### src/rtl/char_htiming_pkg.sv
package char_htiming_pkg;

    localparam int DOTS_NARROW = 8;
    localparam int DOTS_WIDE   = 9;
    localparam int DOT_IDX_W   = $clog2(DOTS_WIDE);

    // Index of the final dot inside a character for the chosen width
    function automatic logic [DOT_IDX_W-1:0] last_dot(input logic wide);
        return wide ? DOT_IDX_W'(DOTS_WIDE - 1) : DOT_IDX_W'(DOTS_NARROW - 1);
    endfunction

endpackage

### src/rtl/char_htiming_clkgen.sv
module char_htiming_clkgen
    import char_htiming_pkg::*;
(
    input  logic clk,
    input  logic rst_n,
    input  logic frame_start,
    input  logic half_rate,
    input  logic nine_dot,
    output logic dot_en,
    output logic char_en,
    output logic first_dot,
    output logic pad_dot
);

    typedef struct packed {
        logic                 phase;
        logic [DOT_IDX_W-1:0] idx;
    } clk_st_t;

    clk_st_t st_d, st_q;
    logic [DOT_IDX_W-1:0] last_idx;

    always_comb begin
        last_idx  = last_dot(nine_dot);
        dot_en    = ~half_rate | ~st_q.phase;
        char_en   = dot_en && (st_q.idx == last_idx);
        first_dot = (st_q.idx == '0);
        pad_dot   = nine_dot && (st_q.idx == DOT_IDX_W'(DOTS_WIDE - 1));

        st_d       = st_q;
        st_d.phase = half_rate ? ~st_q.phase : 1'b0;
        if (dot_en) begin
            st_d.idx = (st_q.idx == last_idx) ? '0 : st_q.idx + 1'b1;
        end
        if (frame_start) begin
            st_d.phase = 1'b0;
            st_d.idx   = '0;
        end
    end

    always_ff @(posedge clk) begin
        if (!rst_n) begin
            st_q <= '0;
        end else begin
            st_q <= st_d;
        end
    end

    // Half-rate dot enables never fall on adjacent master clocks
    assert_dot_gap_R1: assert property (@(posedge clk) disable iff (!rst_n)
        (half_rate && dot_en && !frame_start) |=> (!dot_en || !half_rate))
        else $error("dot enable adjacent in half-rate mode");

    // In 8-dot mode the dot index never reaches the ninth position
    assert_dot_idx_R2: assert property (@(posedge clk) disable iff (!rst_n)
        !nine_dot |-> (st_q.idx <= DOT_IDX_W'(DOTS_NARROW - 1)))
        else $error("dot index beyond 8-dot character");

endmodule

### src/rtl/char_htiming_hcount.sv
module char_htiming_hcount #(
    parameter int CNT_W = 8
) (
    input  logic             clk,
    input  logic             rst_n,
    input  logic             frame_start,
    input  logic             char_en,
    input  logic [CNT_W-1:0] disp_end,
    input  logic [CNT_W-1:0] total,
    output logic             disp_en,
    output logic             at_head,
    output logic             line_wrap
);

    typedef struct packed {
        logic [CNT_W-1:0] hc;
    } hc_st_t;

    hc_st_t st_d, st_q;

    always_comb begin
        disp_en   = (st_q.hc <= disp_end);
        at_head   = (st_q.hc == '0);
        line_wrap = char_en && (st_q.hc == total);

        st_d = st_q;
        if (char_en) begin
            st_d.hc = line_wrap ? '0 : st_q.hc + 1'b1;
        end
        if (frame_start) begin
            st_d.hc = '0;
        end
    end

    always_ff @(posedge clk) begin
        if (!rst_n) begin
            st_q <= '0;
        end else begin
            st_q <= st_d;
        end
    end

    assert_hc_bound_R4: assert property (@(posedge clk) disable iff (!rst_n)
        st_q.hc <= total)
        else $error("character counter beyond total");

    assert_wrap_head_R4: assert property (@(posedge clk) disable iff (!rst_n)
        line_wrap |=> at_head)
        else $error("counter did not return to zero after wrap");

endmodule

### src/rtl/char_htiming_addr.sv
module char_htiming_addr #(
    parameter int ADDR_W = 16,
    parameter int OFS_W  = 8
) (
    input  logic              clk,
    input  logic              rst_n,
    input  logic              frame_start,
    input  logic [ADDR_W-1:0] start_addr,
    input  logic              line_wrap,
    input  logic              char_en,
    input  logic              disp_en,
    input  logic              half_step,
    input  logic [OFS_W-1:0]  line_step,
    output logic [ADDR_W-1:0] mem_addr
);

    typedef struct packed {
        logic              aphase;
        logic [ADDR_W-1:0] addr;
        logic [ADDR_W-1:0] base;
    } addr_st_t;

    addr_st_t st_d, st_q;
    logic [ADDR_W-1:0] next_base;

    always_comb begin
        mem_addr  = st_q.addr;
        next_base = st_q.base + ADDR_W'(line_step);

        st_d = st_q;
        if (char_en && disp_en) begin
            if (!half_step || st_q.aphase) begin
                st_d.addr = st_q.addr + 1'b1;
            end
            st_d.aphase = half_step ? ~st_q.aphase : 1'b0;
        end
        if (line_wrap) begin
            st_d.base   = next_base;
            st_d.addr   = next_base;
            st_d.aphase = 1'b0;
        end
        if (frame_start) begin
            st_d.base   = start_addr;
            st_d.addr   = start_addr;
            st_d.aphase = 1'b0;
        end
    end

    always_ff @(posedge clk) begin
        if (!rst_n) begin
            st_q <= '{aphase: 1'b0, addr: start_addr, base: start_addr};
        end else begin
            st_q <= st_d;
        end
    end

    // Within a line the address only holds or steps by one
    assert_addr_step_R6: assert property (@(posedge clk) disable iff (!rst_n)
        (!line_wrap && !frame_start) |=>
            ((st_q.addr == $past(st_q.addr)) || (st_q.addr == ADDR_W'($past(st_q.addr) + 1'b1))))
        else $error("address jumped within a line");

    assert_blank_hold_R6: assert property (@(posedge clk) disable iff (!rst_n)
        (!disp_en && !line_wrap && !frame_start) |=> $stable(st_q.addr))
        else $error("address moved during blanking");

    assert_half_hold_R7: assert property (@(posedge clk) disable iff (!rst_n)
        (half_step && char_en && disp_en && !st_q.aphase && !line_wrap && !frame_start)
            |=> $stable(st_q.addr))
        else $error("address advanced on even character in half-step mode");

endmodule

### src/rtl/char_htiming.sv
module char_htiming
    import char_htiming_pkg::*;
#(
    parameter int CNT_W  = 8,
    parameter int ADDR_W = 16,
    parameter int OFS_W  = 8
) (
    input  logic              clk,
    input  logic              rst_n,
    input  logic              frame_start,
    input  logic              cfg_dot_half,
    input  logic              cfg_nine_dot,
    input  logic [CNT_W-1:0]  cfg_disp_end,
    input  logic [CNT_W-1:0]  cfg_total,
    input  logic              cfg_addr_half,
    input  logic [OFS_W-1:0]  cfg_line_step,
    input  logic [ADDR_W-1:0] cfg_start_addr,
    output logic              dot_en,
    output logic              char_en,
    output logic              disp_en,
    output logic              line_start,
    output logic              pad_dot,
    output logic [ADDR_W-1:0] mem_addr
);

    typedef struct packed {
        logic             half_rate;
        logic             nine;
        logic [CNT_W-1:0] disp_end;
        logic [CNT_W-1:0] total;
        logic             addr_half;
        logic [OFS_W-1:0] step;
    } cfg_t;

    cfg_t cfg_in, cfg_d, cfg_q;
    logic first_dot;
    logic at_head;
    logic line_wrap;

    // Shadow copy of the configuration, refreshed only at a line start
    always_comb begin
        cfg_in = '{half_rate: cfg_dot_half, nine: cfg_nine_dot,
                   disp_end: cfg_disp_end, total: cfg_total,
                   addr_half: cfg_addr_half, step: cfg_line_step};
        cfg_d  = (line_wrap || frame_start) ? cfg_in : cfg_q;
    end

    always_ff @(posedge clk) begin
        if (!rst_n) begin
            cfg_q <= cfg_in;
        end else begin
            cfg_q <= cfg_d;
        end
    end

    char_htiming_clkgen u_clkgen (
        .clk         (clk),
        .rst_n       (rst_n),
        .frame_start (frame_start),
        .half_rate   (cfg_q.half_rate),
        .nine_dot    (cfg_q.nine),
        .dot_en      (dot_en),
        .char_en     (char_en),
        .first_dot   (first_dot),
        .pad_dot     (pad_dot)
    );

    char_htiming_hcount #(.CNT_W(CNT_W)) u_hcount (
        .clk         (clk),
        .rst_n       (rst_n),
        .frame_start (frame_start),
        .char_en     (char_en),
        .disp_end    (cfg_q.disp_end),
        .total       (cfg_q.total),
        .disp_en     (disp_en),
        .at_head     (at_head),
        .line_wrap   (line_wrap)
    );

    char_htiming_addr #(.ADDR_W(ADDR_W), .OFS_W(OFS_W)) u_addr (
        .clk         (clk),
        .rst_n       (rst_n),
        .frame_start (frame_start),
        .start_addr  (cfg_start_addr),
        .line_wrap   (line_wrap),
        .char_en     (char_en),
        .disp_en     (disp_en),
        .half_step   (cfg_q.addr_half),
        .line_step   (cfg_q.step),
        .mem_addr    (mem_addr)
    );

    always_comb begin
        line_start = dot_en && first_dot && at_head;
    end

    assert_ls_single_R5: assert property (@(posedge clk) disable iff (!rst_n)
        (line_start && !frame_start) |=> !line_start)
        else $error("line start longer than one clock");

    assert_frame_restart_R10: assert property (@(posedge clk) disable iff (!rst_n)
        frame_start |=> (line_start && disp_en))
        else $error("frame start did not open a new line");

endmodule

### config.mk
export PLATFORM = sky130hd
export DESIGN_NAME = char_htiming
export DESIGN_NICKNAME = d
export VERILOG_FILES = /design/src/rtl/char_htiming_pkg.sv /design/src/rtl/char_htiming_clkgen.sv /design/src/rtl/char_htiming_hcount.sv /design/src/rtl/char_htiming_addr.sv /design/src/rtl/char_htiming.sv
export SDC_FILE = /design/constraint.sdc
export NUM_CORES = 1
export LEC_CHECK = 0
export BUFFER_PORTS_ARGS = -buffer_cell sky130_fd_sc_hd__buf_2
export CAP_MARGIN = 20
export CORE_ASPECT_RATIO = 1.4
export CORE_MARGIN = 4
export CORE_UTILIZATION = 30
export DETAILED_ROUTE_END_ITERATION = 8
export SYNTH_ARGS = -nofsm -noshare
export SYNTH_HDL_FRONTEND = slang
export SYNTH_SLANG_ARGS = --single-unit
### constraint.sdc
create_clock -name clk -period 2.7 [get_ports clk]
set_clock_uncertainty 0.2 [all_clocks]
set_input_delay 0.81 -clock clk [delete_from_list [all_inputs] [get_ports clk]]
set_output_delay 0.81 -clock clk [all_outputs]
set_load 0.02 [all_outputs]
* After elaboration in Yosys (flattened, before gate mapping)
Index checks and enable logic that the tools add are counted.
** Operators by class
- Multiplexer cells :: 11
- Magnitude comparators :: 1
- Bitwise gates (word level) :: 5
- Reductions and logical operators :: 15
- Equality and inequality tests :: 7
- Add/subtract/negate cells :: 4
** Operator list (count)
- 2-to-1 mux 32 bit :: 3
- 2-to-1 mux 27 bit :: 2
- 2-to-1 mux 16 bit :: 2
- adder 16 x 1 -> 16 bit (second input constant) :: 1
- adder 16 x 8 -> 16 bit :: 1
- adder 8 x 1 -> 8 bit (second input constant) :: 1
- == test 8 bit :: 1
- <= comparator 8 bit :: 1
- zero test 8 bit :: 1
- 2-to-1 mux 4 bit :: 2
- 2-to-1 mux 8 bit :: 1
- != test 4 x 1 -> 1 bit (second input constant) :: 2
- logical AND 1 bit :: 6
- OR reduction 3 bit :: 2
- adder 4 x 1 -> 4 bit (second input constant) :: 1
- == test 4 bit :: 1
- == test 4 bit (second input constant) :: 1
- zero test 4 bit :: 1
- NOT 1 bit :: 4
- != test 3 x 1 -> 1 bit (second input constant) :: 1
- logical OR 1 bit :: 2
- != test 2 x 1 -> 1 bit (second input constant) :: 1
- AND reduction 2 bit :: 1
- OR reduction 2 bit :: 1
- 3 further kinds :: 3
** Word-level totals
- Bits in registers :: 73
- Output and inout bits :: 21

* Logic depth before layout (Yosys ltp)
Gate-level depths: netlist (run 1).
- Word-level depth :: 8
- Depth in mapped cells :: 9

* Hierarchy
From an unflattened synthesis (run 1), not the netlist that was laid out.
** Unflattened totals
- Cells, all modules :: 386
- Area total of the unflattened synthesis :: 4200.3 um^2
** By module, submodules not included
- char_htiming_addr :: cells an instance 236, area each 2381.0 um^2, instances 1
- char_htiming :: cells an instance 29, area each 825.8 um^2, instances 1
- char_htiming_hcount :: cells an instance 85, area each 703.2 um^2, instances 1
- char_htiming_clkgen :: cells an instance 36, area each 290.3 um^2, instances 1

* Worst setup path after synthesis (run 1)
No wires, ideal clock.
- Kind :: register to register
- Start point :: register u_hcount.st_q[1] (netlist name)
- End point :: register u_addr.st_q, in the netlist u_addr.mem_addr[0], enable pin
- Clock period less this slack :: 2922 ps
- Arrival :: 2349 ps
- Stages on the path, launching flop included :: 7
- Data required time :: 2127 ps
- Buffers on the path :: 0
- Setup slack :: -222 ps
- Cells stage by stage :: dfxtp_1 -> ha_1 -> nor2b_1 -> o211ai_1 -> a21oi_1 -> o32ai_1 -> a31o_1
** On the way
- Word-level cells in the longest chain between the ends :: 4
- Elaborated cells between the ends (all ways) :: 7
** Ends and longest elaborated chain
- start: declaration :: RTL line char_htiming_hcount.sv:19 : hc_st_t st_d, st_q;
- start signal: assignment :: RTL line char_htiming_hcount.sv:39 : st_q <= st_d;
- <= comparator 8 bit :: RTL line char_htiming_hcount.sv:22 : disp_en = (st_q.hc <= disp_end);
- named net disp_en :: RTL line char_htiming.sv:20 : output logic disp_en,
- logical AND 1 bit :: RTL line char_htiming_addr.sv:31 : if (char_en && disp_en) begin
- != test 4 x 1 -> 1 bit (no source line)
- AND reduction 2 bit (no source line)
- end signal: assignment :: RTL line char_htiming_addr.sv:51 : st_q <= '{aphase: 1'b0, addr: start_addr, base: start_addr};
- end signal: assignment :: RTL line char_htiming_addr.sv:53 : st_q <= st_d;
- end: declaration :: RTL line char_htiming_addr.sv:23 : addr_st_t st_d, st_q;
The timed path passes the listed nets, and every way through them passes these cells.
A chain may end at the register's enable or synchronous reset.

* Worst setup path after layout (run 1)
- Start point :: register cfg_q[18] (netlist name)
- End point :: output disp_en
** On the way
- Word-level cells in the longest chain between the ends :: 1
** Ends and longest elaborated chain
- start: declaration :: RTL line char_htiming.sv:35 : cfg_t cfg_in, cfg_d, cfg_q;
- start signal: assignment :: RTL line char_htiming.sv:50 : cfg_q <= cfg_in;
- start signal: assignment :: RTL line char_htiming.sv:52 : cfg_q <= cfg_d;
- <= comparator 8 bit :: RTL line char_htiming_hcount.sv:22
- end: declaration :: RTL line char_htiming.sv:20
No other way between the ends.

==> results.cfg, run 1 <==
[global_route]
grt_overflow = 0
grt.total_usage_pct = 12.5
grt_pass1_wl_mm = 15.3
grt_max_degree = 33
grt_antenna_before_repair = 0
grt_pass1_vias = 3129

[critical_path]
start_kind = flip-flop
critical_path_required_ps = 1690
worstReg2RegStart = u_clkgen.st_q[0]
cp_data_arrival_time_ps = 1840
worst_path_max_delay_cell = edfxtp_1
worstSetupPathType = reg2out
r2r_slack_ps = 150
worst_r2r_endpoint = u_addr.mem_addr[3]
max_stage_delay_ps = 370
path_cells = inv_2 -> ha_4 -> nor2b_4 -> o211ai_1 -> a21oi_1 -> o32ai_2 -> buf_4
crit_path_max_fanout = 2
cp-end-kind = output port
reg2reg_depth = 8

[floorplanning]
die_y_um = 145
core_area_um2 = 13000
num_io_pins = 67
die_w_um = 106
die_area_um2 = 15400
rows = 49
start_util_pct = 31.0

[yosys]
synthXorXnorAreaFrac_pct = 8.48
async_reset_ff_share_pct = 0
synthMuxAreaShare_pct = 0.248
synth_compound_area_share_pct = 13.0
syn_area_um2 = 4030
synth-edff-count = 59
yosysSeqAreaShare_pct = 50.9
synth_fa_ha_area_share_pct = 7.02
syn_area_per_cell_um2 = 10.7
synth.distinct_cells = 50
synth_top_family_by_area = simple AND/OR/NAND/NOR gates
synth_seq_cells = 73
yosys_warnings = 0
synth_nets = 444
synthCells = 376
yosys.area_share.simple_pct = 14.6
synth-main-ff-cell = edfxtp_1

[min_path]
min_to = u_clkgen.st_q[4]
hp-class = reg2reg
hold-path-cell-count = 1
holdCritStartpoint = u_clkgen.st_q[4]

[route]
via_per_inst = 4.88
drc = 0
wl_per_cell_um = 15.4
num_vias = 3042
finalWirelength_mm = 9.60
initialDrtViolationCount = 122
ant_nets = 0
first_pass_iters = 4

[final_layout]
final_nets = 509
area_delta_synth_final_pct = 23.8
antennaDiodeCount = 0
fin_util_pct = 38.4
postLayoutCellArea_um2 = 4990
fill_cells = 1330
final_cells = 624
drive_gt1_share_pct = 28.0

[cts]
clk_latency_ps = 330
cts_buffer_depth = 2
cts-htree-levels = 3
cts_num_sinks = 73
clk_pin_slew_ps = 60
root_buffer = clkbuf_16
cts_tree = yes
cts_hold_buf = 0
cts_inserted_buffers = 9

[sta]
timing.final.crit_period_ps = 2850
setup_slack_ps = -150
timing.final.crit_share_pct = 106
final_hold_viol_count = 0
setup_viol = 1
relSlewSlack_pct = 69.4
grt_setup_unrepaired = yes
fmax_mhz = 351
worstMarginPinSlew_ps = 459
drv_slew = 0

[power_and_ir_drop]
p_leak_nw = 1.97
ir_drop_uv = 328
power_mw = 3.08
p_per_area_nw_per_um2 = 617

[place]
dp.cells = 606
place_congestion = 0.814
place_area_um2 = 4560
place_hpwl_mm = 7.29
portBuffers = 66

[run]
maxCapViolCount = 0

[outcome]
status = finished, violations left
violations = negative setup slack
==> cell usage in the layout (no fill, tap or decap), types with 4 or more instances in the layout <==
cell type / synthesis / final
a21o_1: 6 / 6
nand4_1: 10 / 10
edfxtp_1: 59 / 59
inv_1: 15 / 10
a21oi_1: 19 / 18
and3_1: 4 / 4
o21bai_1: 5 / 5
xnor2_1: 16 / 16
nand2_1: 39 / 38
ha_1: 21 / 18
xor2_1: 23 / 23
o21ai_0: 9 / 8
buf_2: 3 / 63
nand3_1: 17 / 17
nor2_1: 21 / 21
o211ai_1: 5 / 5
dfxtp_1: 14 / 10
clkbuf_16: 0 / 9
buf_4: 18 / 15
inv_2: 0 / 5
o21ai_1: 18 / 19
==> synth_stat cells (3+ instances only) <==
cell	instances	area [um^2]
o211ai_1	5	37.5
xor2_1	23	201
nand2_1	39	146
o21ai_0	9	45.0
buf_4	18	135
o21a_1	3	22.5
and4_1	3	26.3
a21oi_1	19	95.1
nand3_1	17	85.1
and3_1	4	25.0
o21bai_1	5	37.5
nor2b_1	3	18.8
dfxtp_1	14	280
buf_2	3	15.0
nand4_1	10	62.6
ha_1	21	263
o21ai_1	18	90.1
nor2_1	21	78.8
or3_1	3	18.8
a21o_1	6	45.0
nand2b_1	3	18.8
clkbuf_1	5	18.8
edfxtp_1	59	1770
inv_1	15	56.3
xnor2_1	16	140
==> worst max-delay path, delay by kind of cell (launching register included) <==
kind | cells | cell delay [ps]
AOI/OAI and AO/OA | 3 | 560
DFF | 1 | 370
buffers and inverters | 2 | 270
adders and majority gates | 1 | 190
and+or+nand+nor | 1 | 120
==> final cells by class <==
cell class	instances	area, um^2	area share, %
Sequential cell	73	2060	41.3
Multi-Input combinational cell	260	1840	36.8
Timing Repair Buffer	82	499	10.0
Clock buffer	11	253	5.07
Tap cell	178	223	4.46
Clock inverter	5	62.6	1.25
Inverter	15	56.3	1.13
==> how the worst max path moves through the flow <==
stage | cells after the start | startpoint | endpoint | slack, ps
floorplan | 6 | u_hcount.st_q[1] | u_addr.mem_addr[0] | 70
global route | 7 | cfg_q[18] | disp_en | -220
CTS | 7 | cfg_q[18] | disp_en | -160
finish | 7 | cfg_q[18] | disp_en | -150
global placement | 8 | cfg_q[0] | u_addr.mem_addr[10] | 70
detailed placement | 8 | cfg_q[0] | u_addr.mem_addr[10] | 20
==> logic make-up after synthesis <==
group,count (synthesis)
compound gates,83
buf+inv,43
simple gates,115
flops,73
xor+xnor,39
mux,1
fa+ha+maj,22
==> stage by stage <==
step	hold slack, ps	TNS [ps]	worst slack, ps
finish	209	-150	-150
global route	230	-261	-223
CTS	214	-155	-155
detailed placement	206	0	22.8
global placement	198	0	69.5
floorplan	188	0	65.7
==> metal layers <==
metal	global-route usage (%)	up-vias	part of all wire, %
li1	-	1487	-
met3	2.09	17	5.0
met2	22.9	92	52
met5	0	-	0
met4	4.80	0	2.0
met1	14.5	1446	41
==> where the power goes <==
group / switching [mW] / leakage [nW] / total [mW] / internal [mW]
clock network: 0.464 / 0.148 / 1.23 / 0.770
registers: 0.0643 / 0.723 / 1.38 / 1.32
logic: 0.265 / 1.09 / 0.460 / 0.195
total: 0.794 / 1.97 / 3.08 / 2.28
==> state kept, by name (all words and copies together) (netlist names) <==
| name | count |
|---|---|
| cfg_q | 27 |
| u_addr.st_q | 17 |
| u_addr.mem_addr | 16 |
| u_hcount.st_q | 8 |
| u_clkgen.st_q | 5 |
==> timing repair <==
item,CTS,global route
endpoints found under the setup margin,4,21
buffers inserted,1,1
resized for setup,7,20
pin swaps,1,8
Power figures use the tool's default switching activity.
==> run 2, diff against run 1 <==
--- a/config.mk
+++ b/config.mk
@@ -11,6 +11,7 @@
 export CORE_MARGIN = 4
 export CORE_UTILIZATION = 30
 export DETAILED_ROUTE_END_ITERATION = 8
+export REMOVE_ABC_BUFFERS = 1
 export SYNTH_ARGS = -nofsm -noshare
 export SYNTH_HDL_FRONTEND = slang
 export SYNTH_SLANG_ARGS = --single-unit
==> results.cfg, run 2 (synthesis results as in run 1) <==
[cts]
cts_num_sinks = 73
clk_pin_slew_ps = 60
clk_latency_ps = 340
cts_inserted_buffers = 9
cts-htree-levels = 3
root_buffer = clkbuf_16
cts_tree = yes
cts_buffer_depth = 2

[global_route]
grt_max_degree = 33
grt_pass1_wl_mm = 15.1
grt_pass1_vias = 3080
grt.total_usage_pct = 12.4
grt_overflow = 0
grt_antenna_before_repair = 0

[place]
place_congestion = 0.826
place_hpwl_mm = 6.93
place_area_um2 = 4570
portBuffers = 66

[sta]
timing.final.crit_share_pct = 107
holdWs_ps = 205
setup_viol = 1
worstMarginPinSlew_ps = 431
setup_slack_ps = -187
timing.final.crit_period_ps = 2890
relSlewSlack_pct = 71.3
final_hold_viol_count = 0
grt_setup_unrepaired = yes
drv_slew = 0
fmax_mhz = 346

[critical_path]
crit_path_max_fanout = 7
critical_path_required_ps = 1690
cp_data_arrival_time_ps = 1880
start_kind = flip-flop
r2r_slack_ps = 150
cp-end-kind = output port
worstSetupPathType = reg2out
reg2reg_depth = 8

[route]
wl_per_cell_um = 14.8
num_vias = 2943
finalWirelength_mm = 9.23
ant_nets = 0
first_pass_iters = 4
drc = 0
via_per_inst = 4.71
initialDrtViolationCount = 107

[final_layout]
antennaDiodeCount = 0
postLayoutCellArea_um2 = 4980
fin_util_pct = 38.3
area_delta_synth_final_pct = 23.5
final_common_cell = buf_2
drive_gt1_share_pct = 26.2
final_cell_mix = 64 x buf_2, 59 x edfxtp_1, 39 x nand2_1, 23 x xor2_1, 21 x nor2_1
largest_register_ffs = 27
final_nets = 510
regMostFlops = cfg_q

[floorplanning]
core_area_um2 = 13000
start_util_pct = 31.0
rows = 49
die_y_um = 145
num_io_pins = 67
die_area_um2 = 15400
die_w_um = 106

[run]
maxCapViolCount = 0

[min_path]
hold-path-cell-count = 1
hp-class = reg2reg

[power_and_ir_drop]
p_leak_nw = 1.97
p_per_area_nw_per_um2 = 633
ir_drop_uv = 382
power_mw = 3.15

[outcome]
violations = negative setup slack
status = finished, violations left
[run 2: power breakdown]
group | internal (mW) | switching (mW)
combinational | 0.198 | 0.253
sequential | 1.32 | 0.0621
clock | 0.818 | 0.498
[run 2: repair_timing]
action	CTS	global route
hold buffers	0	0
endpoints found under the setup margin	3	11
resized for setup	6	11
pin swaps	1	5
buffers inserted	1	1
endpoints found under the hold margin	0	0
[run 2: worst paths after layout]
path | endpoint | from
max | disp_en | u_hcount.st_q[2]
min | u_clkgen.st_q[4] | u_clkgen.st_q[4]
max reg2reg | u_addr.mem_addr[10] | u_addr.st_q[0]
min reg2reg | u_clkgen.st_q[4] | u_clkgen.st_q[4]
[run 2: through the flow]
stage / cells / TNS, ps / setup WS [ps]
5_1_grt: 625 / -392 / -318
3_3_place_gp: 607 / 0 / 138
3_5_place_dp: 607 / 0 / 76.0
2_1_floorplan: 348 / -24830 / -751
6_report: 625 / -187 / -187
4_1_cts: 624 / -194 / -194
[run 2: worst max-delay path: stages (launching register included)]
cell and delay, ps:
dfxtp_1 530, ha_1 320, o211ai_1 90, a21oi_1 100, o32ai_2 300, buf_4 190
[run 2: final cells by class]
type | instances | area, um^2
fillers | 1348 | 8020
repair buffers | 83 | 517
well taps | 178 | 223
multi-input cells | 260 | 1800
clock buffers | 9 | 225
inverters | 15 | 56.3
flip-flops and latches | 73 | 2060
clock inverters | 7 | 103
[run 2: routing by layer]
| metal | wire [um] | track usage [%] |
|---|---|---|
| met1 | 3770 | 13.7 |
| met3 | 458 | 2.93 |
| met2 | 4730 | 22.1 |
| met4 | 274 | 6.22 |
| met5 | 0 | 0 |
==> run 3, diff against run 2 <==
--- a/config.mk
+++ b/config.mk
@@ -5,7 +5,7 @@
 export SDC_FILE = /design/constraint.sdc
 export NUM_CORES = 1
 export LEC_CHECK = 0
-export BUFFER_PORTS_ARGS = -buffer_cell sky130_fd_sc_hd__buf_2
+export BUFFER_PORTS_ARGS = -buffer_cell sky130_fd_sc_hd__buf_4
 export CAP_MARGIN = 20
 export CORE_ASPECT_RATIO = 1.4
 export CORE_MARGIN = 4
==> results.cfg, run 3 (synthesis results as in run 1) <==
[outcome]
status = finished, violations left
violations = negative setup slack

[sta]
setup_slack_ps = -149
fmax_mhz = 351
timing.final.crit_share_pct = 106
setup_viol = 1
drv_slew = 0
relSlewSlack_pct = 73.0
grt_setup_unrepaired = yes
worstMarginPinSlew_ps = 406
setup_tns_ps = -149
timing.final.crit_period_ps = 2850
holdWs_ps = 209
final_hold_viol_count = 0

[cts]
cts_num_sinks = 73
clk_latency_ps = 330
root_buffer = clkbuf_16
cts_buffer_depth = 2
cts-htree-levels = 3
cts_tree = yes
clk_pin_slew_ps = 60
cts_hold_buf = 0
cts_inserted_buffers = 9

[critical_path]
crit_path_max_fanout = 2
critical_path_required_ps = 1690
cp_data_arrival_time_ps = 1840
worst_path_max_delay_cell = edfxtp_1
worstSetupPathType = reg2out
start_kind = flip-flop
max_stage_delay_ps = 380
r2r_slack_ps = 170
cp-end-kind = output port
path_cells = inv_2 -> ha_4 -> a21o_1 -> a21oi_2 -> nor2b_1 -> o32ai_2 -> buf_4

[route]
wl_per_cell_um = 15.1
via_per_inst = 4.74
first_pass_iters = 4
drc = 0
num_vias = 2989
ant_nets = 0
initialDrtViolationCount = 93
finalWirelength_mm = 9.56

[global_route]
grt.total_usage_pct = 12.8
grt_pass1_vias = 3136
grt_antenna_before_repair = 0
grt_overflow = 0
grt_max_degree = 28
grt_pass1_wl_mm = 15.5

[floorplanning]
die_area_um2 = 15400
start_util_pct = 31.0
core_area_um2 = 13000
die_w_um = 106
rows = 49
die_y_um = 145
num_io_pins = 67

[power_and_ir_drop]
clockPowerShare_pct = 40.5
power_mw = 3.15
p_sw_mw = 0.797
swShare_pct = 25.3
p_leak_nw = 2.06
power_frac_seq_pct = 44.0
power.internal_mw = 2.35
comb_power_share_pct = 15.6
p_per_area_nw_per_um2 = 603
ir_drop_uv = 427

[final_layout]
drive_gt1_share_pct = 29.1
largest_register_ffs = 27
final_common_cell = buf_4
final_cell_mix = 83 x buf_4, 59 x edfxtp_1, 38 x nand2_1, 23 x xor2_1, 21 x nor2_1
fill_cells = 1301
final_nets = 516
final-seq-area_um2 = 2060
multi_input_comb_area_um2 = 1830
area_delta_synth_final_pct = 29.6
antennaDiodeCount = 0
regMostFlops = cfg_q

[place]
place_congestion = 0.828
portBuffers = 66
place_hpwl_mm = 7.02

[run]
maxCapViolCount = 0

[min_path]
hp-class = reg2reg
==> run 3: layout make-up <==
class / count / share of cell area [%]
flip-flops and latches: 73 / 39.5
multi-input cells: 260 / 35.0
repair buffers: 89 / 14.0
clock buffers: 11 / 5.06
well taps: 178 / 4.26
clock inverters: 5 / 1.15
inverters: 15 / 1.08
==> run 3: per-stage QoR <==
stage	area [um^2]	setup WS (ps)	utilization (%)	instances
global placement	4730	101	36.4	608
global route	5220	-295	40.2	631
finish	5220	-149	40.2	631
detailed placement	4730	13.0	36.4	608
CTS	5140	-147	39.5	627
floorplan	3850	-751	-	348
==> run 3: routing by layer <==
metal | up-vias | share of wire [%] | global-route usage, % | wire (um)
li1 | 1500 | - | - | -
met1 | 1403 | 40 | 14.0 | 3820
met2 | 67 | 53 | 23.0 | 5070
met3 | 19 | 4.1 | 2.98 | 392
met4 | 0 | 2.8 | 6.42 | 271
met5 | - | 0 | 0 | 0
==> run 3: path summary, 6_finish.rpt <==
kind / to / cells after the start / start
max: disp_en / 7 / cfg_q[22]
min: u_clkgen.st_q[4] / 1 / u_clkgen.st_q[4]
max reg2reg: u_addr.mem_addr[10] / 8 / cfg_q[0]
min reg2reg: u_clkgen.st_q[4] / 1 / u_clkgen.st_q[4]
==> run 3: what timing repair did <==
| item | CTS | global route |
|---|---|---|
| pin swaps | 6 | 3 |
| setup buffers | 3 | 4 |
| setup endpoints to repair | 4 | 21 |
| resized for setup | 17 | 10 |
| gates cloned | 0 | 1 |
==> run 3: power groups by stage <==
stage / logic, mW / clock network, mW / registers, mW
after floorplan: 0.267 / 0 / 1.42
after global placement: 0.469 / 0 / 1.40
after detailed placement: 0.474 / 0 / 1.41
after CTS: 0.487 / 1.30 / 1.39
after global routing: 0.545 / 1.34 / 1.40
final: 0.490 / 1.27 / 1.38
==> run 3: worst max-delay path: cells and delay by family (launching register included) <==
family,cells,cell delay (ps)
DFF,1,380
adders and majority gates,1,190
and+or+nand+nor,1,70
AOI/OAI and AO/OA,3,590
buffers and inverters,2,280
